$ cat src/rtl/hdlc_stats_pkg.sv
package hdlc_stats_pkg;
  localparam int ADDR_W  = 3;
  localparam int NUM_CNT = 4;
  // register addresses; counters take 0..NUM_CNT-1 in index order
  localparam int A_DISC  = 0;
  localparam int A_CRC   = 1;
  localparam int A_ABRT  = 2;
  localparam int A_NOMAT = 3;
  localparam int A_THR   = 4;
  localparam int A_TMO   = 5;
  localparam int A_EVCLR = 6;

  // field order puts disc at bit 0 so the packed value indexes like the addresses
  typedef struct packed {
    logic nomatch;
    logic abrt;
    logic crc;
    logic disc;
  } inc_t;

  function automatic inc_t classify(input logic crc_err, input logic abrt,
                                    input logic ovr, input logic no_addr,
                                    input logic busy);
    inc_t r;
    logic clean;
    clean     = !crc_err && !abrt && !ovr;
    r.disc    = clean && busy;
    r.crc     = !ovr && !abrt && (crc_err || no_addr || busy);
    r.abrt    = abrt;
    r.nomatch = clean && no_addr;
    return r;
  endfunction
endpackage

$ cat src/rtl/hdlc_stat_counter.sv
module hdlc_stat_counter #(
  parameter int W = 16
) (
  input  logic         clk,
  input  logic         rst_n,
  input  logic         inc,
  input  logic         ld,
  input  logic [W-1:0] ld_val,
  output logic [W-1:0] q
);
  function automatic logic [W-1:0] wrap_inc(input logic [W-1:0] v);
    return v + W'(1);
  endfunction

  logic [W-1:0] q_d;

  always_comb begin
    if (ld)       q_d = ld_val;
    else if (inc) q_d = wrap_inc(q);
    else          q_d = q;
  end

  always_ff @(posedge clk) begin
    if (!rst_n) q <= '0;
    else        q <= q_d;
  end
endmodule

$ cat src/rtl/hdlc_evt_coalesce.sv
module hdlc_evt_coalesce #(
  parameter int THR_W = 8,
  parameter int TMR_W = 16
) (
  input  logic             clk,
  input  logic             rst_n,
  input  logic             frm_ev,
  input  logic [THR_W-1:0] thr,
  input  logic [TMR_W-1:0] tmo,
  input  logic             clr_req,
  output logic             irq,
  output logic             fire_thr,
  output logic             fire_tmo,
  output logic [THR_W-1:0] pend
);
  localparam logic [TMR_W-1:0] TMR_MAX = '1;

  function automatic logic [THR_W:0] eff_thr(input logic [THR_W-1:0] t);
    return (t == '0) ? (THR_W+1)'(1) : {1'b0, t};
  endfunction

  function automatic logic [TMR_W-1:0] sat_inc(input logic [TMR_W-1:0] v);
    return (v == TMR_MAX) ? v : v + TMR_W'(1);
  endfunction

  logic [TMR_W-1:0] tmr_q, tmr_d;
  logic [THR_W-1:0] pend_d;
  logic [THR_W:0]   base, nxt;
  logic             irq_d;

  always_comb begin
    fire_tmo = (pend != '0) && (tmo != '0) && (tmr_q >= tmo);
    base     = fire_tmo ? '0 : {1'b0, pend};
    nxt      = base + {{THR_W{1'b0}}, frm_ev};
    fire_thr = frm_ev && (nxt >= eff_thr(thr));
    pend_d   = fire_thr ? '0 : nxt[THR_W-1:0];
    if (pend_d == '0)     tmr_d = '0;
    else if (base == '0)  tmr_d = '0;
    else                  tmr_d = sat_inc(tmr_q);
    if (fire_thr || fire_tmo) irq_d = 1'b1;
    else if (clr_req)         irq_d = 1'b0;
    else                      irq_d = irq;
  end

  always_ff @(posedge clk) begin
    if (!rst_n) begin
      pend  <= '0;
      tmr_q <= '0;
      irq   <= 1'b0;
    end else begin
      pend  <= pend_d;
      tmr_q <= tmr_d;
      irq   <= irq_d;
    end
  end
endmodule

$ cat src/rtl/hdlc_rx_stats.sv
module hdlc_rx_stats
  import hdlc_stats_pkg::*;
#(
  parameter int CNT_W   = 16,
  parameter int THR_W   = 8,
  parameter int TMR_W   = 16,
  parameter int THR_RST = 1,
  parameter int TMO_RST = 0
) (
  input  logic              clk,
  input  logic              rst_n,
  input  logic              chan_en,
  input  logic              frm_done,
  input  logic              frm_good,
  input  logic              st_crc_err,
  input  logic              st_abort,
  input  logic              st_overrun,
  input  logic              st_no_addr,
  input  logic              st_busy,
  input  logic              wr_en,
  input  logic [ADDR_W-1:0] wr_addr,
  input  logic [CNT_W-1:0]  wr_data,
  output logic [CNT_W-1:0]  cnt_discard,
  output logic [CNT_W-1:0]  cnt_crc,
  output logic [CNT_W-1:0]  cnt_abort,
  output logic [CNT_W-1:0]  cnt_nomatch,
  output logic              irq
);
  inc_t               cls;
  logic [NUM_CNT-1:0] inc_vec, ld_vec;
  logic [CNT_W-1:0]   cnt_q [NUM_CNT];
  logic [THR_W-1:0]   thr_q, pend_cnt;
  logic [TMR_W-1:0]   tmo_q;
  logic               frm_ev, clr_req, fire_thr, fire_tmo;

  always_comb begin
    cls     = classify(st_crc_err, st_abort, st_overrun, st_no_addr, st_busy);
    inc_vec = frm_done ? NUM_CNT'(cls) : '0;
    for (int i = 0; i < NUM_CNT; i++)
      ld_vec[i] = wr_en && !chan_en && (wr_addr == ADDR_W'(i));
    frm_ev  = frm_done && frm_good;
    clr_req = wr_en && (wr_addr == ADDR_W'(A_EVCLR)) && wr_data[0];
  end

  for (genvar g = 0; g < NUM_CNT; g++) begin : g_cnt
    hdlc_stat_counter #(.W(CNT_W)) u_cnt (
      .clk    (clk),
      .rst_n  (rst_n),
      .inc    (inc_vec[g]),
      .ld     (ld_vec[g]),
      .ld_val (wr_data),
      .q      (cnt_q[g])
    );
  end

  always_ff @(posedge clk) begin
    if (!rst_n) begin
      thr_q <= THR_W'(THR_RST);
      tmo_q <= TMR_W'(TMO_RST);
    end else if (wr_en) begin
      if (wr_addr == ADDR_W'(A_THR)) thr_q <= wr_data[THR_W-1:0];
      if (wr_addr == ADDR_W'(A_TMO)) tmo_q <= wr_data[TMR_W-1:0];
    end
  end

  hdlc_evt_coalesce #(.THR_W(THR_W), .TMR_W(TMR_W)) u_coal (
    .clk      (clk),
    .rst_n    (rst_n),
    .frm_ev   (frm_ev),
    .thr      (thr_q),
    .tmo      (tmo_q),
    .clr_req  (clr_req),
    .irq      (irq),
    .fire_thr (fire_thr),
    .fire_tmo (fire_tmo),
    .pend     (pend_cnt)
  );

  assign cnt_discard = cnt_q[A_DISC];
  assign cnt_crc     = cnt_q[A_CRC];
  assign cnt_abort   = cnt_q[A_ABRT];
  assign cnt_nomatch = cnt_q[A_NOMAT];
endmodule

$ cat config.mk
export PLATFORM = sky130hd
export DESIGN_NAME = hdlc_rx_stats
export DESIGN_NICKNAME = d
export VERILOG_FILES = /design/src/rtl/hdlc_stats_pkg.sv /design/src/rtl/hdlc_stat_counter.sv /design/src/rtl/hdlc_evt_coalesce.sv /design/src/rtl/hdlc_rx_stats.sv
export SDC_FILE = /design/constraint.sdc
export NUM_CORES = 1
export LEC_CHECK = 0
export ABC_AREA = 0
export ABC_CLOCK_PERIOD_IN_PS = 6000
export BUFFER_PORTS_ARGS = -buffer_cell sky130_fd_sc_hd__buf_4
export CAP_MARGIN = 20
export CORE_UTILIZATION = 57
export DETAILED_ROUTE_END_ITERATION = 8
export GPL_TIMING_DRIVEN = 0
export PLACE_DENSITY = 0.84
export REMOVE_ABC_BUFFERS = 1
export SKIP_LAST_GASP = 1
export SLEW_MARGIN = 20
export SYNTH_ARGS = -nofsm -noshare
export SYNTH_HDL_FRONTEND = slang
export SYNTH_SLANG_ARGS = --single-unit
$ cat constraint.sdc
create_clock -name clk -period 6 [get_ports clk]
set_clock_uncertainty 0.05 [all_clocks]
set_input_delay 0.3 -clock clk [delete_from_list [all_inputs] [get_ports clk]]
set_output_delay 0.3 -clock clk [all_outputs]
set_load 0.005 [all_outputs]
# Word level (Yosys, flattened, before mapping)
# Cells that the tools add are included.
# Widths: inputs -> output; s select.
[totals]
register_bits = 113
latch_bits = 0
ram_bits = 0
rom_bits = 0
in_bits = 30
output_inout_bits = 65
mem_count = 0
[classes]
addsub = 6
multipliers = 0
n_div = 0
n_lt_le_gt_ge = 2
eq_ne = 7
n_shift = 0
n_mux = 14
bitwise_logic = 1
reduce_logical = 38
[ops]
columns = ["cell", "count"]
rows = [
  ["$mux 16", 8],
  ["$add 16x1->16 const B", 5],
  ["$mux 8", 3],
  ["$logic_and 1x1->1", 17],
  ["$eq 16x16->1 const B", 1],
  ["$ge 16x16->1", 1],
  ["$logic_not 8->1", 2],
  ["$reduce_bool 16->1", 1],
  ["$reduce_bool 2->1", 5],
  ["$add 9x1->9", 1],
  ["$eq 3x3->1 const B", 3],
  ["$ge 9x9->1", 1],
  ["$logic_not 9->1", 1],
  ["$reduce_bool 8->1", 1],
  ["$eq 3x2->1 const B", 2],
  ["$logic_not 1->1", 4],
  ["$mux 4", 1],
  ["$reduce_and 2->1", 2],
  ["$eq 3x1->1 const B", 1],
  ["$logic_not 3->1", 1],
  ["$logic_or 1x1->1", 3],
  ["$reduce_or 3->1", 1],
  ["$mux 1", 2],
  ["$not 1->1", 1],
]

# Depth between registers and ports, before layout
# Gate-level depths: netlist of run 1.
[depth]
ltp_word = 10
ltp_mapped = 22
depth_no_buf = 20

# Modules after synthesis
# A second synthesis of run 1 with hierarchy kept.
[hier_totals]
hier_cells = 761
hier_area_um2 = 6717.7
[modules_own_cells]
columns = ["module", "instances", "cells_each", "area_each_um2", "seq_area_each_um2"]
rows = [
  ["hdlc_stat_counter", 4, 99, 919.6, 320.3],
  ["hdlc_evt_coalesce", 1, 251, 1988.2, 500.5],
  ["hdlc_rx_stats", 1, 114, 1051.0, 480.5],
]

# Least setup slack after synthesis of run 1
# OpenSTA, ideal clock, no wires.
[synth_timing]
path_type = "reg-to-reg"
startpoint = "reg u_coal.tmr_q[0]"
endpoint = "reg u_coal.tmr_q[10]"
setup_ns = 0.065
t_arrival_ns = 4.201
required_time_ns = 5.885
slack_ns = 1.684
stages_incl_launch_ff = 23
path_buffers = 2
cell_sequence = "dfxtp_1 inv_1 ha_1 nand2b_1 a2111oi_0 nand3b_1 a41oi_1 clkbuf_1 nor2b_1 ha_1 ha_1 nand3_1 nor2_1 xnor2_1 nor2_1 ha_1 o21a_1 o21ai_0 o21ai_0 nor2_1 nand4b_1 clkbuf_1 nor2_1"
[synth_via]
elab_chain_len = 9
elab_cells_between_ends = 12
[synth_lines]
columns = ["element", "line_no", "source"]
rows = [
  ["start, declared", "hdlc_evt_coalesce.sv:26", "logic [TMR_W-1:0] tmr_q, tmr_d;"],
  ["start signal, assigned", "hdlc_evt_coalesce.sv:52", "tmr_q <= tmr_d;"],
  ["$ge 16x16->1", "hdlc_evt_coalesce.sv:32", "fire_tmo = (pend != '0) && (tmo != '0) && (tmr_q >= tmo);"],
  ["$logic_and 1x1->1", "hdlc_evt_coalesce.sv:32", ""],
  ["$mux 8", "hdlc_evt_coalesce.sv:33", "base = fire_tmo ? '0 : {1'b0, pend};"],
  ["$add 9x1->9", "hdlc_evt_coalesce.sv:34", "nxt = base + {{THR_W{1'b0}}, frm_ev};"],
  ["$ge 9x9->1", "hdlc_evt_coalesce.sv:35", "fire_thr = frm_ev && (nxt >= eff_thr(thr));"],
  ["$logic_and 1x1->1", "hdlc_evt_coalesce.sv:35", ""],
  ["$mux 8", "hdlc_evt_coalesce.sv:36", "pend_d = fire_thr ? '0 : nxt[THR_W-1:0];"],
  ["$logic_not 8->1", "hdlc_evt_coalesce.sv:37", "if (pend_d == '0) tmr_d = '0;"],
  ["$reduce_or 3->1 (no source line)", "-", ""],
]
# Parallel ways exist; a longest one is shown, timed or not.
# A chain may end at the register's enable or synchronous reset.

# Worst setup path after layout of run 1
[layout_timing]
startpoint = "reg u_coal.tmr_q[0]"
endpoint = "reg u_coal.tmr_q[12]"
# Same word-level chain as after synthesis.

==> summary.txt, run 1 <==
Timing
  • Worst Tran Pin Value: ~1.0 ns
  • Final worst-path cycle share: 0.902
  • RSZ-0062 raised after global routing: false
  • Max-slew violations: 0
  • Final setup TNS: 0 ns
  • Hold Fails Final Rpt: 0
  • Worst slew margin: 0.329
  • Endpoints failing setup: 0
  • Achievable frequency: 185 MHz
  • Final Critical Period: 5.41 ns
  • Setup slack after layout: around 0.59 ns

GRT
  • Largest net degree at the start of global routing: 39
  • Initial antenna violation count: 0
  • First-pass GRT wire length: approximately 27000 um
  • Tot GR Track Use: 0.311
  • Total congestion overflow: 0
  • Vias in the first global route: 5620

CTS
  • Clk slew on worst S/H paths: 0.06 ns
  • Clock Tree Buf Depth: 2
  • CTS tree: yes
  • Post-CTS Setup Inserts: 0
  • H-Tree Depth: 4
  • Clock sink count: approximately 110
  • Clock root buffer: clkbuf_8
  • Worst-Skew Late Latency: roughly 0.53 ns
  • Hold-fix buffers at CTS: 0
  • Post-CTS Resized: 0
  • TritonCTS buffer count: 17

Yosys
  • Ys Warns: 0
  • Netlist cell types: 47
  • Sequential area share after synthesis: 0.373
  • Syn Inst Count: between 700 and 800
  • Top_reg_cell synth: dfxtp_1
  • Syn Std Cell Area: ~6000 um2
  • Avg Inst Size Synth: a little under 8 um2
  • Post-synth ARST share: 0
  • Seq cells post-synth: 113
  • Number of synthesized flops with an enable pin: 0

Floorplan
  • Initial Utilization: 0.588
  • DIE WIDTH: between 100 and 150 um
  • Rows: 37
  • Die Area: around 11000 um2
  • I/O pin cnt: 95
  • Core area: 10300 um2
  • Die Ht: roughly 110 um

Finish
  • Synth-to-layout area growth: 23.2%
  • Layout Cells excl Fill: about 1000
  • Diodes inserted: 0
  • Fin util: 0.724
  • Nets: around 910
  • Filler cells: between 700 and 800
  • Proportion of layout cells with a drive suffix above 1: 0.162
  • Multi-input logic area: around 3600 um2
  • Register area: between 2000 and 2500 um2

Detailed routing
  • Antenna Nets Post-Route: 0
  • Post-detailed-route wirelength per cell: between 15 and 20 um
  • Vias/cell: about 5.8
  • DRT Pass-1 Iters: 5
  • Routed WL: ~17000 um
  • # DRC: 0
  • Vias: between 5000 and 6000
  • Initial DRC Count: around 360

Hold path
  • Worst Hold Class: input port to flop

Placed design
  • Dpl ws: roughly 0.45 ns
  • Global placer's final weighted congestion: approximately 0.90
  • # port buffers: 94
  • DP Cell Count: about 960
  • DPL Wire Length: 11700 um

Run
  • Max cap viols: 0

Worst setup path
  • Kind of critical path: flop to flop
  • CP Capture Type: flop
  • Critical Path Fanout Max: 16
  • Crit path required time: 6.37 ns
  • Worst path arrival time: approximately 5.8 ns
  • Crit path launch type: flop

Pwr
  • PwrDens: between 200 and 300 nW/um2
  • Pleak: approximately 2.8 nW
  • Tot Pwr: about 2 mW
  • Worst ir drop on vdd: 0.215 mV

Outcome
  • Status: finished, final reports clean
## cell families after synthesis
kind of cell,count (synthesis),synth area share
XOR/XNOR,72,0.104
flip-flops,113,0.373
multiplexers,7,0.0115
adder cells (fa/ha/maj),31,0.0639
AND/OR/NAND/NOR,323,0.259
buffers and inverters,67,0.0423
AO/OA/AOI/OAI,150,0.146
## cell usage in the layout (no fill, tap or decap), types with 6 or more instances in the layout
cell	instances
nor2b_1	6
nand4_1	23
nor2_1	82
and3_1	15
a311oi_1	6
mux2i_1	7
a21oi_1	59
inv_1	36
o21ai_0	42
ha_1	31
dfxtp_1	113
xnor2_1	36
nor4_1	10
nand2_1	99
nand3_1	36
buf_4	94
or3_1	6
clkbuf_16	16
a211oi_1	28
nor3_1	16
xor2_1	36
## worst max-delay path, cell delays in order (launching register included)
cell	delay (ns)
dfxtp_1	0.40
inv_1	0.06
ha_1	0.26
nand2b_1	0.13
a2111oi_0	0.39
nand3b_1	0.18
a41oi_2	0.34
nor2b_1	0.21
ha_1	0.21
ha_1	0.29
nand3_1	0.19
nor2_1	0.20
xnor2_1	0.17
nor2_1	0.07
ha_1	0.32
o21a_1	0.18
o21ai_0	0.28
o21ai_0	0.15
nor2_1	0.19
nand4b_1	0.61
a211oi_1	0.40
## final cells by class
cell class,instances,area share
multi-input combinational,583,0.476
clock inverter,12,0.0239
tap,136,0.0228
inverter,37,0.0186
sequential,113,0.302
timing repair buffer,95,0.0970
clock buffer,20,0.0596
## Yosys cell counts (all sizes together), types with 7 or more instances
master	number	area share
inv	37	0.023
a21oi	59	0.049
nand2	99	0.061
nand4	23	0.024
nor4	12	0.014
nor3	18	0.018
and3	16	0.017
xor2	36	0.052
nand3	36	0.030
nor2	83	0.052
mux2i	7	0.012
dfxtp	113	0.37
clkbuf	27	0.017
a211oi	28	0.035
xnor2	36	0.052
ha	31	0.064
o21ai	42	0.035
## metal layers
metal  GRT usage  share of wire
met3      0.0805          0.074
met5           0              0
met4       0.123          0.026
met1       0.364           0.41
met2       0.538           0.49
## per-stage QoR
step	hold slack, ns	area, um2
final	0.0294	7480
after floorplan	0.322	5950
after global routing	0.0130	7480
after global placement	0.395	6830
after CTS	0.0141	7470
after detailed placement	0.406	6850
## registers in the layout (all words and copies together), names as in the netlist
| signal | cells |
|---|---|
| tmo_q | 16 |
| u_coal.irq | 1 |
| u_coal.tmr_q | 16 |
| thr_q | 8 |
| u_coal.pend | 8 |
| g_cnt.u_cnt.q | 64 |
## power breakdown
part	switching [mW]	internal [mW]	leakage (nW)
Combinational	0.0828	0.0609	1.62
Clock	0.364	0.698	0.298
Sequential	0.0180	0.767	0.914
## worst paths after layout
check	startpoint	endpoint	slack, ns	cells after the start
min	wr_data[9]	tmo_q[9]	0.03	3
max	u_coal.tmr_q[0]	u_coal.tmr_q[12]	0.59	20
max reg2reg	u_coal.tmr_q[0]	u_coal.tmr_q[12]	0.59	20
min reg2reg	thr_q[1]	thr_q[1]	0.41	2
(Power assumes the default switching activity.)
==> run 2: changes to the inputs <==
--- a/config.mk
+++ b/config.mk
@@ -7,15 +7,16 @@
 export LEC_CHECK = 0
 export ABC_AREA = 0
 export ABC_CLOCK_PERIOD_IN_PS = 6000
-export BUFFER_PORTS_ARGS = -buffer_cell sky130_fd_sc_hd__buf_4
 export CAP_MARGIN = 20
-export CORE_UTILIZATION = 57
+export CORE_MARGIN = 2
+export CORE_UTILIZATION = 64
 export DETAILED_ROUTE_END_ITERATION = 8
+export DONT_BUFFER_PORTS = 1
 export GPL_TIMING_DRIVEN = 0
 export PLACE_DENSITY = 0.84
 export REMOVE_ABC_BUFFERS = 1
 export SKIP_LAST_GASP = 1
-export SLEW_MARGIN = 20
+export SLEW_MARGIN = 10
 export SYNTH_ARGS = -nofsm -noshare
 export SYNTH_HDL_FRONTEND = slang
 export SYNTH_SLANG_ARGS = --single-unit
==> run 2 against run 1 <==
Against the previous run: via count fell by 1.7%; sequential share of layout area grew 2.0 points; clock power barely moved; critical endpoint is now u_coal.tmr_q[2]; total power is 0.13% lower; combinational power fell by 17%; flip-flop and latch count did not move; cell area shrank 6.2%; routed wire length increased by 4.1%; die area shrank 7.1%; highest routed layer unchanged; critical path depth up 1; first-iteration DRC count up 22%.
==> summary.txt, run 2 (same netlist as run 1, synthesis figures left out) <==
Outcome
  • Status: finished, final reports clean

Placed design
  • DPL Wire Length: roughly 11000 um
  • # port buffers: 0
  • Global placer's final weighted congestion: between 0.8 and 0.9
  • Area after DPL: just over 6000 um2

Pwr
  • Pleak: ~2.4 nW
  • PwrDens: 284 nW/um2
  • Worst ir drop on vdd: approximately 0.21 mV

Floorplan
  • DIE WIDTH: ~100 um
  • Core area: between 9000 and 10000 um2
  • Initial Utilization: 0.657
  • Rows: 35
  • Die Ht: a little over 100 um
  • I/O pin cnt: 95
  • Die Area: between 10000 and 15000 um2

CTS
  • Worst-Skew Late Latency: 0.52 ns
  • CTS tree: yes
  • H-Tree Depth: 4
  • TritonCTS buffer count: 17
  • Clock sink count: 113
  • Clock Tree Buf Depth: 2
  • Clock root buffer: clkbuf_8
  • Post-CTS Setup Inserts: 0
  • Clk slew on worst S/H paths: approximately 0.060 ns

Finish
  • Proportion of layout cells with a drive suffix above 1: 0.0595
  • Max reg flops: 64
  • Diodes inserted: 0
  • Register area: 2260 um2
  • Nets: 838
  • Commonest cells after routing, fill and taps aside: dfxtp_1 (113), nand2_1 (99), nor2_1 (82)
  • Filler cells: 600
  • Fin util: 0.759
  • Synth-to-layout area growth: 15.5%
  • Largest Register: g_cnt.u_cnt.q
  • Final instance area: between 7000 and 8000 um2
  • Largest regs: g_cnt.u_cnt.q x64, tmo_q x16, u_coal.tmr_q x16
  • Commonest non-fill, non-tap cell in the layout: dfxtp_1
  • Multi-input logic area: ~3500 um2

Hold path
  • Worst Hold Class: input port to flop

Run
  • Max cap viols: 0

Detailed routing
  • DRT Pass-1 Iters: 6
  • Vias: between 5000 and 6000
  • Antenna Nets Post-Route: 0
  • # DRC: 0
  • Initial DRC Count: about 440
  • Vias/cell: just over 6
  • Post-detailed-route wirelength per cell: 19.0 um
  • Routed WL: about 18000 um

Timing
  • Worst Tran Pin Value: between 1 and 1.5 ns
  • RSZ-0062 raised after global routing: false
  • Max-slew violations: 0
  • Final setup TNS: 0 ns
  • Worst slew margin: 0.288
  • Final worst-path cycle share: 0.927
  • Final Critical Period: roughly 5.6 ns
  • Achievable frequency: ~180 MHz
  • Hold Fails Final Rpt: 0
  • Endpoints failing setup: 0

GRT
  • Total congestion overflow: 0
  • First-pass GRT wire length: between 20000 and 30000 um
  • Tot GR Track Use: 0.347
  • Largest net degree at the start of global routing: between 40 and 50
  • Initial antenna violation count: 0
  • Vias in the first global route: 5573

Worst setup path
  • CP Capture Type: flop
  • Crit path launch type: flop
  • Critical Path Fanout Max: 16
  • Crit path required time: 6.37 ns
  • Worst path arrival time: a little under 6 ns
  • Kind of critical path: flop to flop
## run 2: cell types whose count changed in the layout (fill, tap and decap cells not counted), sizes merged
cell and delta:
clkinv +1, clkinvlp +1, inv -2, clkbuf +1, buf -93, dlygate4sd3 +22
## run 2: path summary, 6_finish.rpt
kind                   startpoint         endpoint  slack (ns)  cells past startpoint
setup reg to reg  u_coal.tmr_q[0]  u_coal.tmr_q[2]        0.44                     21
hold reg to reg          thr_q[1]         thr_q[1]        0.41                      2
setup / recovery  u_coal.tmr_q[0]  u_coal.tmr_q[2]        0.44                     21
hold / removal         wr_addr[1]         thr_q[1]        0.03                      3
## run 2: layout make-up
cell class / instances / area share
clock buffer: 20 / 0.0650
timing repair buffer: 25 / 0.0375
clock inverter: 12 / 0.0259
inverter: 37 / 0.0198
tap: 129 / 0.0230
multi-input combinational: 583 / 0.506
sequential: 113 / 0.323
## run 2: per-stage QoR
stage / worst slack (ns) / power [mW] / hold WS, ns / cells
after floorplan: 1.48 / 0.864 / 0.322 / 733
after global placement: 0.655 / 0.880 / 0.331 / 862
after detailed placement: 0.399 / 0.888 / 0.336 / 863
after CTS: 0.167 / 1.98 / 0.0191 / 917
after global routing: 0.0116 / 2.03 / 0.0425 / 919
final: 0.437 / 1.99 / 0.0296 / 919
## run 2: metal layers
metal / GRT usage / share of wire / vias to the layer above
met3: 0.112 / 0.094 / 62
met1: 0.398 / 0.38 / 2667
met4: 0.139 / 0.029 / 0
met2: 0.599 / 0.49 / 275
met5: 0 / 0 / -
li1: - / - / 2712
## run 2: power by group
| group | internal, mW | total [mW] | switching, mW |
|---|---|---|---|
| Sequential | 0.767 | 0.789 | 0.0214 |
| Clock | 0.708 | 1.08 | 0.372 |
| Combinational | 0.0466 | 0.120 | 0.0731 |
| Total | 1.52 | 1.99 | 0.466 |
## run 2: critical path: stages (launching register included)
cell       delay (ns)
dfxtp_1          0.40
inv_1            0.06
ha_1             0.26
nand2b_1         0.14
a2111oi_0        0.46
nand3b_1         0.19
a41oi_1          0.24
clkbuf_4         0.27
nor2b_1          0.13
ha_1             0.20
ha_1             0.29
nand3_1          0.15
nor2_1           0.18
xnor2_1          0.19
nor2_1           0.08
ha_1             0.31
o21a_1           0.19
o21ai_0          0.29
o21ai_0          0.16
nor2_1           0.21
nand4b_1         0.58
nor3_1           0.43
## run 2: timing repair
action,in CTS,in global routing
hold buffers,22,0
hold endpoints to repair,93,0
resized for setup,0,0
setup endpoints to repair,0,0
==> run 3: changes to the inputs <==
--- a/config.mk
+++ b/config.mk
@@ -6,7 +6,7 @@
 export NUM_CORES = 1
 export LEC_CHECK = 0
 export ABC_AREA = 0
-export ABC_CLOCK_PERIOD_IN_PS = 6000
+export ABC_CLOCK_PERIOD_IN_PS = 5500
 export CAP_MARGIN = 20
 export CORE_MARGIN = 2
 export CORE_UTILIZATION = 64
==> constraint.sdc (replaced) <==
create_clock -name clk -period 5.5 [get_ports clk]
set_clock_uncertainty 0.05 [all_clocks]
set_input_delay 0.275 -clock clk [delete_from_list [all_inputs] [get_ports clk]]
set_output_delay 0.275 -clock clk [all_outputs]
set_load 0.005 [all_outputs]
==> run 3 against run 2 <==
Against the previous run: die area stayed put; critical path depth unchanged; sequential power up 9.1%; flip-flop and latch count did not move; cell area increased by 0.46%; final cell count is 0.33% higher; setup slack lost 0.11 ns; largest cell class unchanged; highest routed layer unchanged.
==> summary.txt, run 3 (same netlist as run 1, synthesis figures left out) <==
Worst setup path
  • Kind of critical path: flop to flop
  • CP bufs+invs: 2
  • Critical Path Fanout Max: 15
  • Worst path most repeated cell: ha_1
  • CP Capture Type: flop
  • Crit path launch type: flop
  • Slowest stage cell, crit path: a2111oi_0
  • Critical path cell sequence: inv_1 -> ha_1 -> nand2b_1 -> a2111oi_0 -> nand3b_1 -> a41oi_2 -> nor2b_1 -> ha_1 -> ha_1 -> nand3_1 -> nor2_1 -> xnor2_1 -> nor2_1 -> ha_1 -> o21a_1 -> o21ai_0 -> o21ai_0 -> nor2_1 -> nand4b_1 -> buf_4 -> nor3_1
  • Max incr delay on CP: 0.46 ns
  • Worst path arrival time: roughly 5.5 ns
  • Crit path required time: between 5 and 6 ns
  • Delay-heaviest family, CP: simple AND/OR/NAND/NOR gates

Floorplan
  • DIE WIDTH: between 100 and 150 um
  • I/O pin cnt: 95
  • Initial Utilization: 0.657
  • Rows: 35
  • Die Ht: 101 um
  • Core area: around 9000 um2
  • Die Area: between 10000 and 15000 um2

Run
  • Max cap viols: 0

CTS
  • Worst-Skew Late Latency: approximately 0.52 ns
  • Clk slew on worst S/H paths: roughly 0.06 ns
  • H-Tree Depth: 4
  • Clock root buffer: clkbuf_8
  • Clock sink count: approximately 110
  • TritonCTS buffer count: 17
  • Clock Tree Buf Depth: 2
  • CTS tree: yes

Timing
  • Final worst-path cycle share: 0.940
  • Hold Fails Final Rpt: 0
  • RSZ-0062 raised after global routing: false
  • Final Critical Period: between 5 and 6 ns
  • Setup slack after layout: 0.331 ns
  • Achievable frequency: about 190 MHz
  • Endpoints failing setup: 0
  • Worst Tran Pin Value: roughly 1.0 ns
  • Max-slew violations: 0
  • Worst slew margin: 0.303

Detailed routing
  • Routed WL: approximately 18000 um
  • DRT Pass-1 Iters: 6
  • Vias/cell: about 6.2
  • Initial DRC Count: around 500
  • Post-detailed-route wirelength per cell: ~19 um
  • Antenna Nets Post-Route: 0
  • # DRC: 0
  • Vias: approximately 5800

Finish
  • Nets: 841
  • Fin util: 0.762
  • Proportion of layout cells with a drive suffix above 1: 0.0631
  • Synth-to-layout area growth: 16.1%
  • Commonest non-fill, non-tap cell in the layout: dfxtp_1
  • Filler cells: 588
  • Largest Register: g_cnt.u_cnt.q
  • Max reg flops: 64
  • Commonest cells after routing, fill and taps aside: dfxtp_1 (113), nand2_1 (99), nor2_1 (82)
  • Diodes inserted: 0
  • Largest regs: g_cnt.u_cnt.q x64, tmo_q x16, u_coal.tmr_q x16

Placed design
  • Global placer's final weighted congestion: approximately 0.88
  • # port buffers: 0
  • Dpl ws: -0.101 ns
  • DPL Wire Length: approximately 11000 um

GRT
  • Total congestion overflow: 0
  • Largest net degree at the start of global routing: around 50
  • Tot GR Track Use: 0.349
  • First-pass GRT wire length: roughly 28000 um
  • Vias in the first global route: 5669
  • Met2 Usage GRT: 0.602
  • Busiest grt layer: met2
  • M1 GR Usage: 0.386
  • Initial antenna violation count: 0
  • Grt met3 use: 0.128

Hold path
  • Worst Hold Class: input port to flop

Pwr
  • PwrDens: 308 nW/um2
  • Pleak: about 2.5 nW
  • Worst ir drop on vdd: about 0.23 mV
  • Tot Pwr: about 2.2 mW

Outcome
  • Status: finished, final reports clean
## run 3: cell count changes in the layout (fill, tap and decap cells not counted)
cell,delta
clkbuf_4,-1
a41oi_2,+1
a41oi_1,-1
buf_4,+3
dlygate4sd3_1,+1
## run 3: what timing repair did
| item | CTS | global route |
|---|---|---|
| setup buffers | 3 | 0 |
| gates resized for setup | 1 | 0 |
| endpoints found under the setup margin | 16 | 0 |
| hold buffers | 23 | 0 |
| hold endpoints to repair | 94 | 0 |
## run 3: final timing paths
path | start | cells past startpoint | slack [ns] | endpoint
max reg2reg | u_coal.tmr_q[0] | 21 | 0.33 | u_coal.tmr_q[2]
min reg2reg | thr_q[2] | 2 | 0.42 | thr_q[2]
min | wr_addr[1] | 3 | 0.007 | thr_q[3]
max | u_coal.tmr_q[0] | 21 | 0.33 | u_coal.tmr_q[2]
## run 3: where the power goes
part	total, mW	internal, mW	switching (mW)	leakage, nW
clock network	1.18	0.773	0.403	0.299
registers	0.861	0.837	0.0235	0.914
logic	0.132	0.0513	0.0810	1.24
total	2.17	1.66	0.507	2.45
## run 3: layout make-up
type	instances	area (um2)	area share
Sequential cell	113	2260	0.321
Tap cell	129	161	0.0229
Timing Repair Buffer	28	288	0.0409
Inverter	37	139	0.0197
Multi-Input combinational cell	583	3560	0.505
Clock inverter	12	181	0.0258
Clock buffer	20	455	0.0647
## run 3: layer usage
layer	wire (um)	up-vias
met1	6630	2690
met3	1730	64
li1	-	2720
met5	0	-
met4	609	0
met2	8780	281
## run 3: stage by stage
| step | cell area, um2 | hold WS [ns] | setup TNS [ns] | instances |
|---|---|---|---|---|
| floorplan | 5950 | 0.297 | 0 | 733 |
| global placement | 6110 | 0.306 | 0 | 862 |
| detailed placement | 6130 | 0.311 | -0.140 | 863 |
| CTS | 7030 | 0.00149 | 0 | 921 |
| global route | 7040 | 0.0479 | 0 | 922 |
| finish | 7040 | 0.00729 | 0 | 922 |
## run 3: worst min-delay path: stages
cell	delay [ns]
nor3_1	0.10
nand2_1	0.09
a21oi_1	0.06
